$ cat src/rtl/imu_burst_pkg.sv
package imu_burst_pkg;

  localparam int unsigned WORD_W     = 16;
  localparam int unsigned CRC_W      = 32;
  localparam int unsigned AXIS_COUNT = 6;
  localparam logic [CRC_W-1:0] CRC_POLY_REFL = 32'hEDB88320;
  localparam logic [CRC_W-1:0] CRC_SEED      = 32'hFFFFFFFF;

  typedef enum logic [1:0] {
    RES_OK       = 2'd0,
    RES_SYNC_ERR = 2'd1,
    RES_CRC_ERR  = 2'd2
  } result_e;

  typedef enum logic [1:0] {
    ST_CAPTURE = 2'd0,
    ST_CRC     = 2'd1,
    ST_FINISH  = 2'd2,
    ST_DONE    = 2'd3
  } phase_e;

  // One byte of reflected CRC32, shift-right form.
  function automatic logic [CRC_W-1:0] crc32_refl_byte(input logic [CRC_W-1:0] crc_in,
                                                       input logic [7:0] data);
    logic [CRC_W-1:0] c;
    c = crc_in ^ {24'd0, data};
    for (int b = 0; b < 8; b++) begin
      c = c[0] ? ((c >> 1) ^ CRC_POLY_REFL) : (c >> 1);
    end
    return c;
  endfunction

endpackage

$ cat src/rtl/imu_burst_capture.sv
module imu_burst_capture #(
  parameter int unsigned DEPTH = 20,
  parameter int unsigned WIDTH = 16,
  localparam int unsigned CNT_W = $clog2(DEPTH + 1)
) (
  input  logic                        clk,
  input  logic                        rst_n,
  input  logic                        clear,
  input  logic                        wr_en,
  input  logic [WIDTH-1:0]            wr_data,
  output logic [DEPTH-1:0][WIDTH-1:0] words,
  output logic [CNT_W-1:0]            fill_cnt,
  output logic                        full
);

  logic [WIDTH-1:0] slot_q [DEPTH];

  assign full = (fill_cnt == CNT_W'(DEPTH));

  always_ff @(posedge clk or negedge rst_n) begin
    if (!rst_n) begin
      fill_cnt <= '0;
    end else if (clear) begin
      fill_cnt <= wr_en ? CNT_W'(1) : '0;
    end else if (wr_en && !full) begin
      fill_cnt <= fill_cnt + CNT_W'(1);
    end
  end

  for (genvar i = 0; i < DEPTH; i++) begin : g_slot
    logic sel;
    assign sel = clear ? (i == 0) : (!full && (fill_cnt == CNT_W'(i)));
    always_ff @(posedge clk or negedge rst_n) begin
      if (!rst_n) begin
        slot_q[i] <= '0;
      end else if (wr_en && sel) begin
        slot_q[i] <= wr_data;
      end
    end
    assign words[i] = slot_q[i];
  end

endmodule

$ cat src/rtl/imu_burst_align.sv
module imu_burst_align #(
  parameter int unsigned SCAN_POS  = 4,
  parameter int unsigned WIDTH     = 16,
  parameter logic [WIDTH-1:0] SYNC_WORD = 16'hA5A5,
  localparam int unsigned OFF_W = $clog2(SCAN_POS + 1)
) (
  input  logic [SCAN_POS:0][WIDTH-1:0] head,
  output logic                         found,
  output logic [OFF_W-1:0]             pay_off
);

  logic [SCAN_POS-1:0] edge_hit;

  for (genvar i = 0; i < SCAN_POS; i++) begin : g_scan
    assign edge_hit[i] = (head[i] == SYNC_WORD) && (head[i+1] != SYNC_WORD);
  end

  // Lowest index wins: walk from the top so the last write is the lowest hit.
  always_comb begin
    found   = 1'b0;
    pay_off = '0;
    for (int i = SCAN_POS - 1; i >= 0; i--) begin
      if (edge_hit[i]) begin
        found   = 1'b1;
        pay_off = OFF_W'(i + 1);
      end
    end
  end

endmodule

$ cat src/rtl/imu_burst_crc.sv
module imu_burst_crc
  import imu_burst_pkg::*;
(
  input  logic             clk,
  input  logic             rst_n,
  input  logic             init,
  input  logic             step,
  input  logic [7:0]       data_byte,
  output logic [CRC_W-1:0] crc_final
);

  logic [CRC_W-1:0] crc_q;

  always_ff @(posedge clk or negedge rst_n) begin
    if (!rst_n) begin
      crc_q <= CRC_SEED;
    end else if (init) begin
      crc_q <= CRC_SEED;
    end else if (step) begin
      crc_q <= crc32_refl_byte(crc_q, data_byte);
    end
  end

  assign crc_final = ~crc_q;

endmodule

$ cat src/rtl/imu_burst_frame_check.sv
module imu_burst_frame_check
  import imu_burst_pkg::*;
#(
  parameter int unsigned FRAME_WORDS = 20,
  parameter int unsigned SCAN_POS    = 4,
  parameter logic [WORD_W-1:0] SYNC_WORD = 16'hA5A5
) (
  input  logic              clk,
  input  logic              rst_n,
  input  logic              frame_start,
  input  logic              word_valid,
  input  logic [WORD_W-1:0] word_data,
  output logic              rec_valid,
  output logic              err_valid,
  output logic [1:0]        result_code,
  output logic [WORD_W-1:0] rec_status,
  output logic [WORD_W-1:0] rec_temp,
  output logic [31:0]       rec_gyro_x,
  output logic [31:0]       rec_gyro_y,
  output logic [31:0]       rec_gyro_z,
  output logic [31:0]       rec_accel_x,
  output logic [31:0]       rec_accel_y,
  output logic [31:0]       rec_accel_z,
  output logic [WORD_W-1:0] rec_counter
);

  // Payload layout relative to the payload offset.
  localparam int unsigned PL_STATUS = 0;
  localparam int unsigned PL_TEMP   = 1;
  localparam int unsigned PL_AXIS   = 2;
  localparam int unsigned PL_COUNT  = PL_AXIS + 2 * AXIS_COUNT;
  localparam int unsigned CRC_WORDS = PL_COUNT + 1;
  localparam int unsigned PL_CRC_LO = CRC_WORDS;
  localparam int unsigned PL_CRC_HI = CRC_WORDS + 1;
  localparam int unsigned CRC_BYTES = CRC_WORDS * 2;
  localparam int unsigned CNT_W     = $clog2(FRAME_WORDS + 1);
  localparam int unsigned IDX_W     = $clog2(FRAME_WORDS);
  localparam int unsigned OFF_W     = $clog2(SCAN_POS + 1);
  localparam int unsigned BYTE_W    = $clog2(CRC_BYTES + 1);

  function automatic logic [WORD_W-1:0] pick_word(
      input logic [FRAME_WORDS-1:0][WORD_W-1:0] w, input logic [31:0] idx);
    if (idx < FRAME_WORDS) return w[idx[IDX_W-1:0]];
    return '0;
  endfunction

  function automatic logic [31:0] pidx(input logic [OFF_W-1:0] off, input int unsigned rel);
    return 32'(off) + 32'(rel);
  endfunction

  phase_e                            state_q;
  logic [FRAME_WORDS-1:0][WORD_W-1:0] cap_words;
  logic [CNT_W-1:0]                  fill_cnt;
  logic                              cap_full;
  logic                              cap_wr;
  logic                              align_found;
  logic [OFF_W-1:0]                  align_off;
  logic [OFF_W-1:0]                  pay_off_q;
  logic [BYTE_W-1:0]                 byte_idx_q;
  logic [WORD_W-1:0]                 crc_word;
  logic [7:0]                        crc_byte;
  logic [CRC_W-1:0]                  crc_calc;
  logic [CRC_W-1:0]                  crc_rx;
  logic                              crc_init;

  // Named internal events (observed by the bound checker).
  logic align_eval;
  logic crc_step;
  logic crc_last;
  logic crc_match_evt;
  logic crc_miss_evt;

  assign cap_wr = word_valid && (frame_start || (state_q == ST_CAPTURE));

  imu_burst_capture #(
    .DEPTH (FRAME_WORDS),
    .WIDTH (WORD_W)
  ) u_capture (
    .clk      (clk),
    .rst_n    (rst_n),
    .clear    (frame_start),
    .wr_en    (cap_wr),
    .wr_data  (word_data),
    .words    (cap_words),
    .fill_cnt (fill_cnt),
    .full     (cap_full)
  );

  imu_burst_align #(
    .SCAN_POS  (SCAN_POS),
    .WIDTH     (WORD_W),
    .SYNC_WORD (SYNC_WORD)
  ) u_align (
    .head    (cap_words[SCAN_POS:0]),
    .found   (align_found),
    .pay_off (align_off)
  );

  assign align_eval = (state_q == ST_CAPTURE) && cap_full && !frame_start;
  assign crc_step   = (state_q == ST_CRC) && !frame_start;
  assign crc_last   = crc_step && (byte_idx_q == BYTE_W'(CRC_BYTES - 1));
  assign crc_init   = frame_start || (align_eval && align_found);

  assign crc_word = pick_word(cap_words, pidx(pay_off_q, 32'(byte_idx_q >> 1)));
  assign crc_byte = byte_idx_q[0] ? crc_word[15:8] : crc_word[7:0];

  imu_burst_crc u_crc (
    .clk       (clk),
    .rst_n     (rst_n),
    .init      (crc_init),
    .step      (crc_step),
    .data_byte (crc_byte),
    .crc_final (crc_calc)
  );

  assign crc_rx = {pick_word(cap_words, pidx(pay_off_q, PL_CRC_HI)),
                   pick_word(cap_words, pidx(pay_off_q, PL_CRC_LO))};

  assign crc_match_evt = (state_q == ST_FINISH) && !frame_start && (crc_calc == crc_rx);
  assign crc_miss_evt  = (state_q == ST_FINISH) && !frame_start && (crc_calc != crc_rx);

  // Control sequence.
  always_ff @(posedge clk or negedge rst_n) begin
    if (!rst_n) begin
      state_q     <= ST_CAPTURE;
      pay_off_q   <= '0;
      byte_idx_q  <= '0;
      rec_valid   <= 1'b0;
      err_valid   <= 1'b0;
      result_code <= RES_OK;
    end else begin
      rec_valid <= 1'b0;
      err_valid <= 1'b0;
      if (frame_start) begin
        state_q    <= ST_CAPTURE;
        byte_idx_q <= '0;
      end else begin
        unique case (state_q)
          ST_CAPTURE: begin
            if (align_eval) begin
              if (align_found) begin
                pay_off_q  <= align_off;
                byte_idx_q <= '0;
                state_q    <= ST_CRC;
              end else begin
                err_valid   <= 1'b1;
                result_code <= RES_SYNC_ERR;
                state_q     <= ST_DONE;
              end
            end
          end
          ST_CRC: begin
            byte_idx_q <= byte_idx_q + BYTE_W'(1);
            if (crc_last) state_q <= ST_FINISH;
          end
          ST_FINISH: begin
            if (crc_match_evt) begin
              rec_valid   <= 1'b1;
              result_code <= RES_OK;
            end else begin
              err_valid   <= 1'b1;
              result_code <= RES_CRC_ERR;
            end
            state_q <= ST_DONE;
          end
          default: ;
        endcase
      end
    end
  end

  // Record assembly: upper half on the left of each 32-bit sample.
  logic [AXIS_COUNT-1:0][31:0] axis_asm;
  logic [AXIS_COUNT-1:0][31:0] axis_q;
  logic [WORD_W-1:0]           status_q, temp_q, count_q;

  for (genvar a = 0; a < AXIS_COUNT; a++) begin : g_axis
    assign axis_asm[a] = {pick_word(cap_words, pidx(pay_off_q, PL_AXIS + 2 * a + 1)),
                          pick_word(cap_words, pidx(pay_off_q, PL_AXIS + 2 * a))};
  end

  always_ff @(posedge clk or negedge rst_n) begin
    if (!rst_n) begin
      axis_q   <= '0;
      status_q <= '0;
      temp_q   <= '0;
      count_q  <= '0;
    end else if (crc_match_evt) begin
      axis_q   <= axis_asm;
      status_q <= pick_word(cap_words, pidx(pay_off_q, PL_STATUS));
      temp_q   <= pick_word(cap_words, pidx(pay_off_q, PL_TEMP));
      count_q  <= pick_word(cap_words, pidx(pay_off_q, PL_COUNT));
    end
  end

  assign rec_status  = status_q;
  assign rec_temp    = temp_q;
  assign rec_counter = count_q;
  assign rec_gyro_x  = axis_q[0];
  assign rec_gyro_y  = axis_q[1];
  assign rec_gyro_z  = axis_q[2];
  assign rec_accel_x = axis_q[3];
  assign rec_accel_y = axis_q[4];
  assign rec_accel_z = axis_q[5];

endmodule

$ cat config.mk
export PLATFORM = sky130hd
export DESIGN_NAME = imu_burst_frame_check
export DESIGN_NICKNAME = d
export VERILOG_FILES = /design/src/rtl/imu_burst_pkg.sv /design/src/rtl/imu_burst_capture.sv /design/src/rtl/imu_burst_align.sv /design/src/rtl/imu_burst_crc.sv /design/src/rtl/imu_burst_frame_check.sv
export SDC_FILE = /design/constraint.sdc
export NUM_CORES = 2
export LEC_CHECK = 0
export CAP_MARGIN = 20
export CELL_PAD_IN_SITES_DETAIL_PLACEMENT = 1
export CELL_PAD_IN_SITES_GLOBAL_PLACEMENT = 1
export CORE_AREA = 2 2 360 362
export CTS_CLUSTER_SIZE = 8
export DETAILED_ROUTE_END_ITERATION = 12
export DIE_AREA = 0 0 362 364
export PLACE_DENSITY_LB_ADDON = 0.1
export SLEW_MARGIN = 20
export SYNTH_ARGS = -nofsm -noshare
export SYNTH_HDL_FRONTEND = slang
export SYNTH_HIERARCHICAL = 1
export SYNTH_SLANG_ARGS = --single-unit
$ cat constraint.sdc
create_clock -name clk -period 6.65 [get_ports clk]
set_input_delay 1.33 -clock clk [delete_from_list [all_inputs] [get_ports clk]]
set_output_delay 1.33 -clock clk [all_outputs]
set_load 0.1 [all_outputs]
* After elaboration in Yosys (flattened, before gate mapping) *
Cells that the tools add are included.

operators by class
  multiplexer cells = 156
  $add $sub $neg = 19
  eq/ne operators = 37
  bitwise operators = 11
  $mul = 0
  div/mod/pow operators = 0
  reduce and logical (&&, ||, !) cells = 68
  magnitude comparators = 36
  shift-type cells = 0

operator list
  cell                                                 number
  binary-select mux 16 bit (select 5 bit)              17
  2-to-1 mux 16 bit                                    54
  2-to-1 mux 32 bit                                    10
  NOT 13 -> 14 bit                                     8
  == test 16 bit (second input constant)               4
  != test 16 bit (second input constant)               4
  < comparator 5 x 6 -> 1 bit (second input constant)  10
  logical AND 1 bit                                    53
  2-to-1 mux 1 bit                                     53
  binary-select mux 16 bit (select 3 bit)              1
  < comparator 5 bit (second input constant)           9
  < comparator 4 x 6 -> 1 bit (second input constant)  7
  adder 3 x 4 -> 5 bit (second input constant)         8
  == test 5 x 4 -> 1 bit (second input constant)       8
  < comparator 4 x 5 -> 1 bit (second input constant)  7
  == test 32 bit                                       1
  NOT 32 bit                                           1
  XOR 32 x 8 -> 32 bit                                 1
  == test 5 bit (second input constant)                6
  2-to-1 mux 5 bit                                     5
  == test 5 x 3 -> 1 bit (second input constant)       4
  adder 3 x 3 -> 4 bit (second input constant)         4
  2-to-1 mux 2 bit                                     7
  2-to-1 mux 3 bit                                     4
  other kinds (29)                                     41

word-level totals
  latch bits = 0
  flip-flop bits (word level) = 611
  RAM bits = 0
  logic and storage cells = 364
  bits in read-only memories = 0
  memories kept = 0

* Logic depth before layout (Yosys ltp) *
  word-level depth = 25
  depth in mapped cells = 22
  depth with buffers taken out = 13

* Modules after synthesis *
The synthesis kept the hierarchy.

modules (own cells, without submodules)
  module                 cells an instance  area an instance (µm²)  instances  sequential area each (µm²)
  imu_burst_frame_check  2422               29345.6                 1          6356.1
  imu_burst_capture      773                12705.9                 1          8132.8
  imu_burst_crc          213                2140.8                  1          840.8
  imu_burst_align        35                 314.1                   1          0.0

* Worst setup path before layout *
OpenSTA, ideal clock, no wires.

  kind = register -> register
  start = register pay_off_q[1]
  end = register axis_q (netlist bit rec_accel_y[26])
  buffers on the path = 12
  cell stages (with the launch flop) = 21
  data required time = 6.525 ns
  clock period less this slack = 5.581 ns
  library setup time = 0.125 ns
  slack = 1.069 ns
  arrival time = 5.455 ns
  cells stage by stage = dfrtp_1 -> clkbuf_1 -> buf_1 -> clkbuf_1 -> buf_1 -> clkbuf_1 -> inv_1 -> ha_1 -> ha_1 -> buf_4 -> buf_4 -> buf_2 -> buf_2 -> buf_2 -> buf_2 -> buf_1 -> mux4_2 -> mux4_2 -> inv_1 -> o21ai_0 -> mux2_4

between the ends
  word-level cells in the longest chain between the ends = 7
  elaborated cells between the ends (all ways) = 23
  classes of those cells = 3 x add/sub; 3 x order compare; 1 x eq/ne; 15 x mux; 1 x reduce/logical

RTL lines
  element                                                              RTL line                      source
  from (decl)                                                          imu_burst_frame_check.sv:58   logic [OFF_W-1:0] pay_off_q;
  from (signal assigned)                                               imu_burst_frame_check.sv:142  pay_off_q <= align_off;
  adder 3 x 5 -> 6 bit / adder 3 x 4 -> 5 bit (equally long branches)  imu_burst_frame_check.sv:48   return 32'(off) + 32'(rel);
  binary-select mux 16 bit (select 5 bit)                              imu_burst_frame_check.sv:43   if (idx < FRAME_WORDS) return w[idx[IDX_W-1:0]];
  2-to-1 mux 16 bit (implied by the code)                              imu_burst_frame_check.sv:43
  2-to-1 mux 16 bit                                                    imu_burst_frame_check.sv:43
  2-to-1 mux 16 bit                                                    imu_burst_frame_check.sv:44   return '0;
  == test 32 bit                                                       imu_burst_frame_check.sv:119  assign crc_match_evt = (state_q == ST_FINISH) && !frame_start && (crc_calc == crc_rx);
  logical AND 1 bit                                                    imu_burst_frame_check.sv:119
  to (signal assigned)                                                 imu_burst_frame_check.sv:189  axis_q <= axis_asm;
  to (decl)                                                            imu_burst_frame_check.sv:174  logic [AXIS_COUNT-1:0][31:0] axis_q;

Parallel ways exist; a longest one is shown, timed or not. The select of a mux whose other input is x is not followed.
A chain may end at the register's enable or synchronous reset.

* Worst setup path after layout *
  start = register pay_off_q[0]
  end = register status_q[14] (netlist: rec_status[14])

between the ends
  word-level cells in the longest chain between the ends = 7
  elaborated cells between the ends (all ways) = 23
  classes of those cells = 2 x add/sub; 3 x order compare; 1 x eq/ne; 16 x mux; 1 x reduce/logical

RTL lines
  element                                                              RTL line                      source
  adder 3 x 5 -> 6 bit / adder 3 x 4 -> 5 bit (equally long branches)  imu_burst_frame_check.sv:48
  binary-select mux 16 bit (select 5 bit)                              imu_burst_frame_check.sv:43
  2-to-1 mux 16 bit (implied by the code)                              imu_burst_frame_check.sv:43
  2-to-1 mux 16 bit                                                    imu_burst_frame_check.sv:43
  2-to-1 mux 16 bit                                                    imu_burst_frame_check.sv:44
  == test 32 bit                                                       imu_burst_frame_check.sv:119
  logical AND 1 bit                                                    imu_burst_frame_check.sv:119
  to (signal assigned)                                                 imu_burst_frame_check.sv:190  status_q <= pick_word(cap_words, pidx(pay_off_q, PL_STATUS));
  to (decl)                                                            imu_burst_frame_check.sv:175  logic [WORD_W-1:0] status_q, temp_q, count_q;

Parallel ways exist; a longest one is shown, timed or not. The select of a mux whose other input is x is not followed.

==> results_dict.tcl <==
set metrics [dict create \
    die_y_um 364 \
    ant_nets 0 \
    path_clk_slew_ps 50 \
    synth_area_leaders "dfrtp_1, mux4_2, mux2_2, mux2_4, nand2_1" \
    grt_max_degree 134 \
    synth_warnings 6 \
    yosysMostFrequentCell "dfrtp_1" \
    reg2reg_to "rec_status[14]" \
    grt_pass1_wl_mm 279 \
    cts_tree "done" \
    setup_slack_ps 1080 \
    peakVddDrop_v 0.000307 \
    worstMarginPinSlew_ps 1200 \
    syn-num-nets 3491 \
    hp-class "register to register" \
    rows 132 \
    hold_viol_final 0 \
    p_per_area_mw_per_mm2 309 \
    cp-end-kind "register" \
    synth_common_cells "dfrtp_1, mux4_2, nand2_1, mux2_2, mux2_4" \
    cts_hold_buf 0 \
    fin_crit_ps 5570 \
    critPathKind "register to register" \
    drv_slew 0 \
    grt-ovfl-total 0 \
    tns_ps 0 \
    slowest_delay_ps 780 \
    status "finished, final reports clean" \
    drt_iter0_markers 3871 \
    cp-endpoint "rec_status[14]" \
    synthArstFlopShare 1.00 \
    insertion_delay_ps 710 \
    cp-start-kind "register" \
    path_cells "inv_2 -> ha_4 -> ha_4 -> buf_12 -> mux2i_1 -> a22oi_2 -> a211oi_1 -> a2111oi_2 -> o2111ai_1 -> nor4_4 -> nand4_4 -> buf_4 -> buf_12 -> mux2_4" \
    layout-drive-gt1-share 0.388 \
    synth-main-ff-cell "dfrtp_1" \
    synth_edf_count 0 \
    cpMaxStageDelayCell "dfrtp_4" \
    initial_utilization 0.347 \
    maxCapViolations 0 \
    io_pins 264 \
    fin_skew_ps 43.6 \
    gp_congestion 0.953 \
    syn_inst 3443 \
    ys_seq_area_frac 0.344 \
    ff2ff_path_depth 14 \
    dr.pass1.iters 5 \
    via_per_inst 6.43 \
    synth.distinct_cells 94 \
    finalNetCount 3627 \
    r2r-start "pay_off_q[0]" \
    clockRootBuffer "clkbuf_16" \
    htree_levels 3 \
    core_mm2 0.128 \
    finalSetupViolCount 0 \
    arrival_ps 6130 \
    synth_top_area_cell "dfrtp_1" \
    dpl_worst_slack_ps 1100 \
    power_w 0.0158 \
    cp.required_ps 7210 \
    post_cts_resized 0 \
    clock_path_buffers 3 \
    synth.avg_cell_area_um2 12.9 \
    grt_pass1_vias 34384 \
    port_buffers 263 \
    track_usage 0.300 \
    wirelength_mm 199 \
    cts_buffers 89 \
    yosysTopAreaCellShare 0.326 \
    post-cts-setup-buffer-count 0 \
    r2r_slack_ps 1080 \
    dieArea_mm2 0.132 \
    leakage_nw 21.3 \
    antenna_found_initial 18 \
    synth_seq_cells 611 \
    crit_fanout 70 \
    fmax_ghz 0.179 \
    post-route-util 0.399 \
    die_w_um 362 \
    timing.final.crit_share 0.838 \
    hp-start "rec_gyro_x[31]" \
    clock_sinks 611 \
    crit_start "pay_off_q[0]" \
    syn2layout_area_growth_pct 15.0 \
    via_count 34094 \
    wire_per_inst_um 37.6 \
    relSlewSlack 0.199 \
    drcViolationCount 0 \
    place_hpwl_mm 151 \
    rsz0062_at_grt "false" \
    syn-cell-area_mm2 0.0445 \
]
==> worst min path at each step <==
stage          slack (ps)  cells after the start               to
6_report              500                      1   rec_gyro_x[31]
5_1_grt               520                      1   rec_gyro_z[23]
4_1_cts               510                      1   rec_gyro_x[31]
3_5_place_dp          490                      1    rec_gyro_y[4]
3_3_place_gp          490                      2   result_code[1]
2_1_floorplan         500                      2  u_crc/crc_q[30]
==> where the power goes <==
group / total (W) / internal [W] / switching, W
Sequential: 0.00526 / 0.00423 / 0.00103
Combinational: 0.00617 / 0.00256 / 0.00360
Clock: 0.00436 / 0.00253 / 0.00183
Total: 0.0158 / 0.00932 / 0.00647
==> state kept, by name, indices dropped and copies added, names as in the netlist <==
| register | flops |
|---|---|
| byte_idx_q | 5 |
| err_valid | 1 |
| pay_off_q | 3 |
| rec_accel_x | 32 |
| rec_accel_y | 32 |
| rec_accel_z | 32 |
| rec_counter | 16 |
| rec_gyro_x | 32 |
| rec_gyro_y | 32 |
| rec_gyro_z | 32 |
| rec_status | 16 |
| rec_temp | 16 |
| rec_valid | 1 |
| result_code | 2 |
| state_q | 2 |
| u_capture/fill_cnt | 5 |
| u_capture/words | 320 |
| u_crc/crc_q | 32 |
==> layout by cell type, fill, tap and decap left out, types with 12 or more instances in the layout <==
cell type / netlist / routed
clkdlybuf4s50_1: 0 / 259
dfstp_2: 32 / 32
mux2_2: 376 / 376
nand2_1: 393 / 393
mux2i_1: 119 / 119
xnor2_2: 10 / 12
nand3_1: 23 / 23
nor4bb_1: 16 / 15
a221oi_1: 16 / 16
mux4_2: 492 / 492
a211oi_1: 28 / 28
mux2_1: 13 / 13
xnor2_1: 58 / 56
clkbuf_1: 146 / 24
buf_4: 30 / 89
dfrtp_1: 579 / 576
nor2_1: 81 / 81
o211ai_1: 22 / 22
nand4_1: 14 / 14
inv_1: 96 / 96
and2_1: 13 / 13
nor2b_1: 25 / 25
o21ai_0: 101 / 101
ha_1: 27 / 21
mux2_4: 229 / 229
a22oi_1: 23 / 23
nor3_1: 14 / 14
buf_12: 0 / 13
clkbuf_16: 0 / 92
a211o_1: 16 / 16
a21oi_1: 107 / 105
==> layout make-up <==
cell class | count | area [um2]
fill | 13153 | 77200
antenna | 10 | 25.0
clock buffer | 120 | 2450
timing repair buffer | 365 | 3550
clock inverter | 7 | 83.8
sequential | 611 | 15300
multi-input combinational | 2413 | 27300
inverter | 99 | 372
tap | 1675 | 2100
==> routing by layer <==
layer  share of wire  vias to the layer above  routed length [um]  track usage
met4           0.059                        8               11700        0.154
met2            0.43                     1804               85500        0.436
met5         0.00030                        -                  60            0
li1                -                    13452                   -            -
met3           0.098                      348               19500       0.0797
met1            0.41                    18482               82500        0.411
==> cell families (layout without fill, tap and decap cells) <==
group	Yosys count	count (layout)	share of synthesized area
AO/OA/AOI/OAI	407	407	0.0591
other	0	10	0
multiplexers	1229	1229	0.451
adder cells (fa/ha/maj)	28	28	0.00804
buffers and inverters	419	591	0.0464
flip-flops	611	611	0.344
XOR/XNOR	80	80	0.0188
AND/OR/NAND/NOR	669	669	0.0718
==> critical path: cells and delay by family (launching register included) <==
family | cells | cell delay, ps
buffers and inverters | 4 | 1000
adders and majority gates | 2 | 840
AOI/OAI and AO/OA | 4 | 1410
muxes | 2 | 530
and+or+nand+nor | 2 | 640
DFF | 1 | 780
==> through the flow <==
stage               instance area [um2]  cells  hold slack [ps]
floorplan                         44500   3443              504
global placement                  48600   5163              492
detailed placement                48600   5163              493
CTS                               51200   5290              510
global route                      51100   5290              524
finish                            51200   5300              504
No activity file was read; power rests on OpenSTA's default activity.
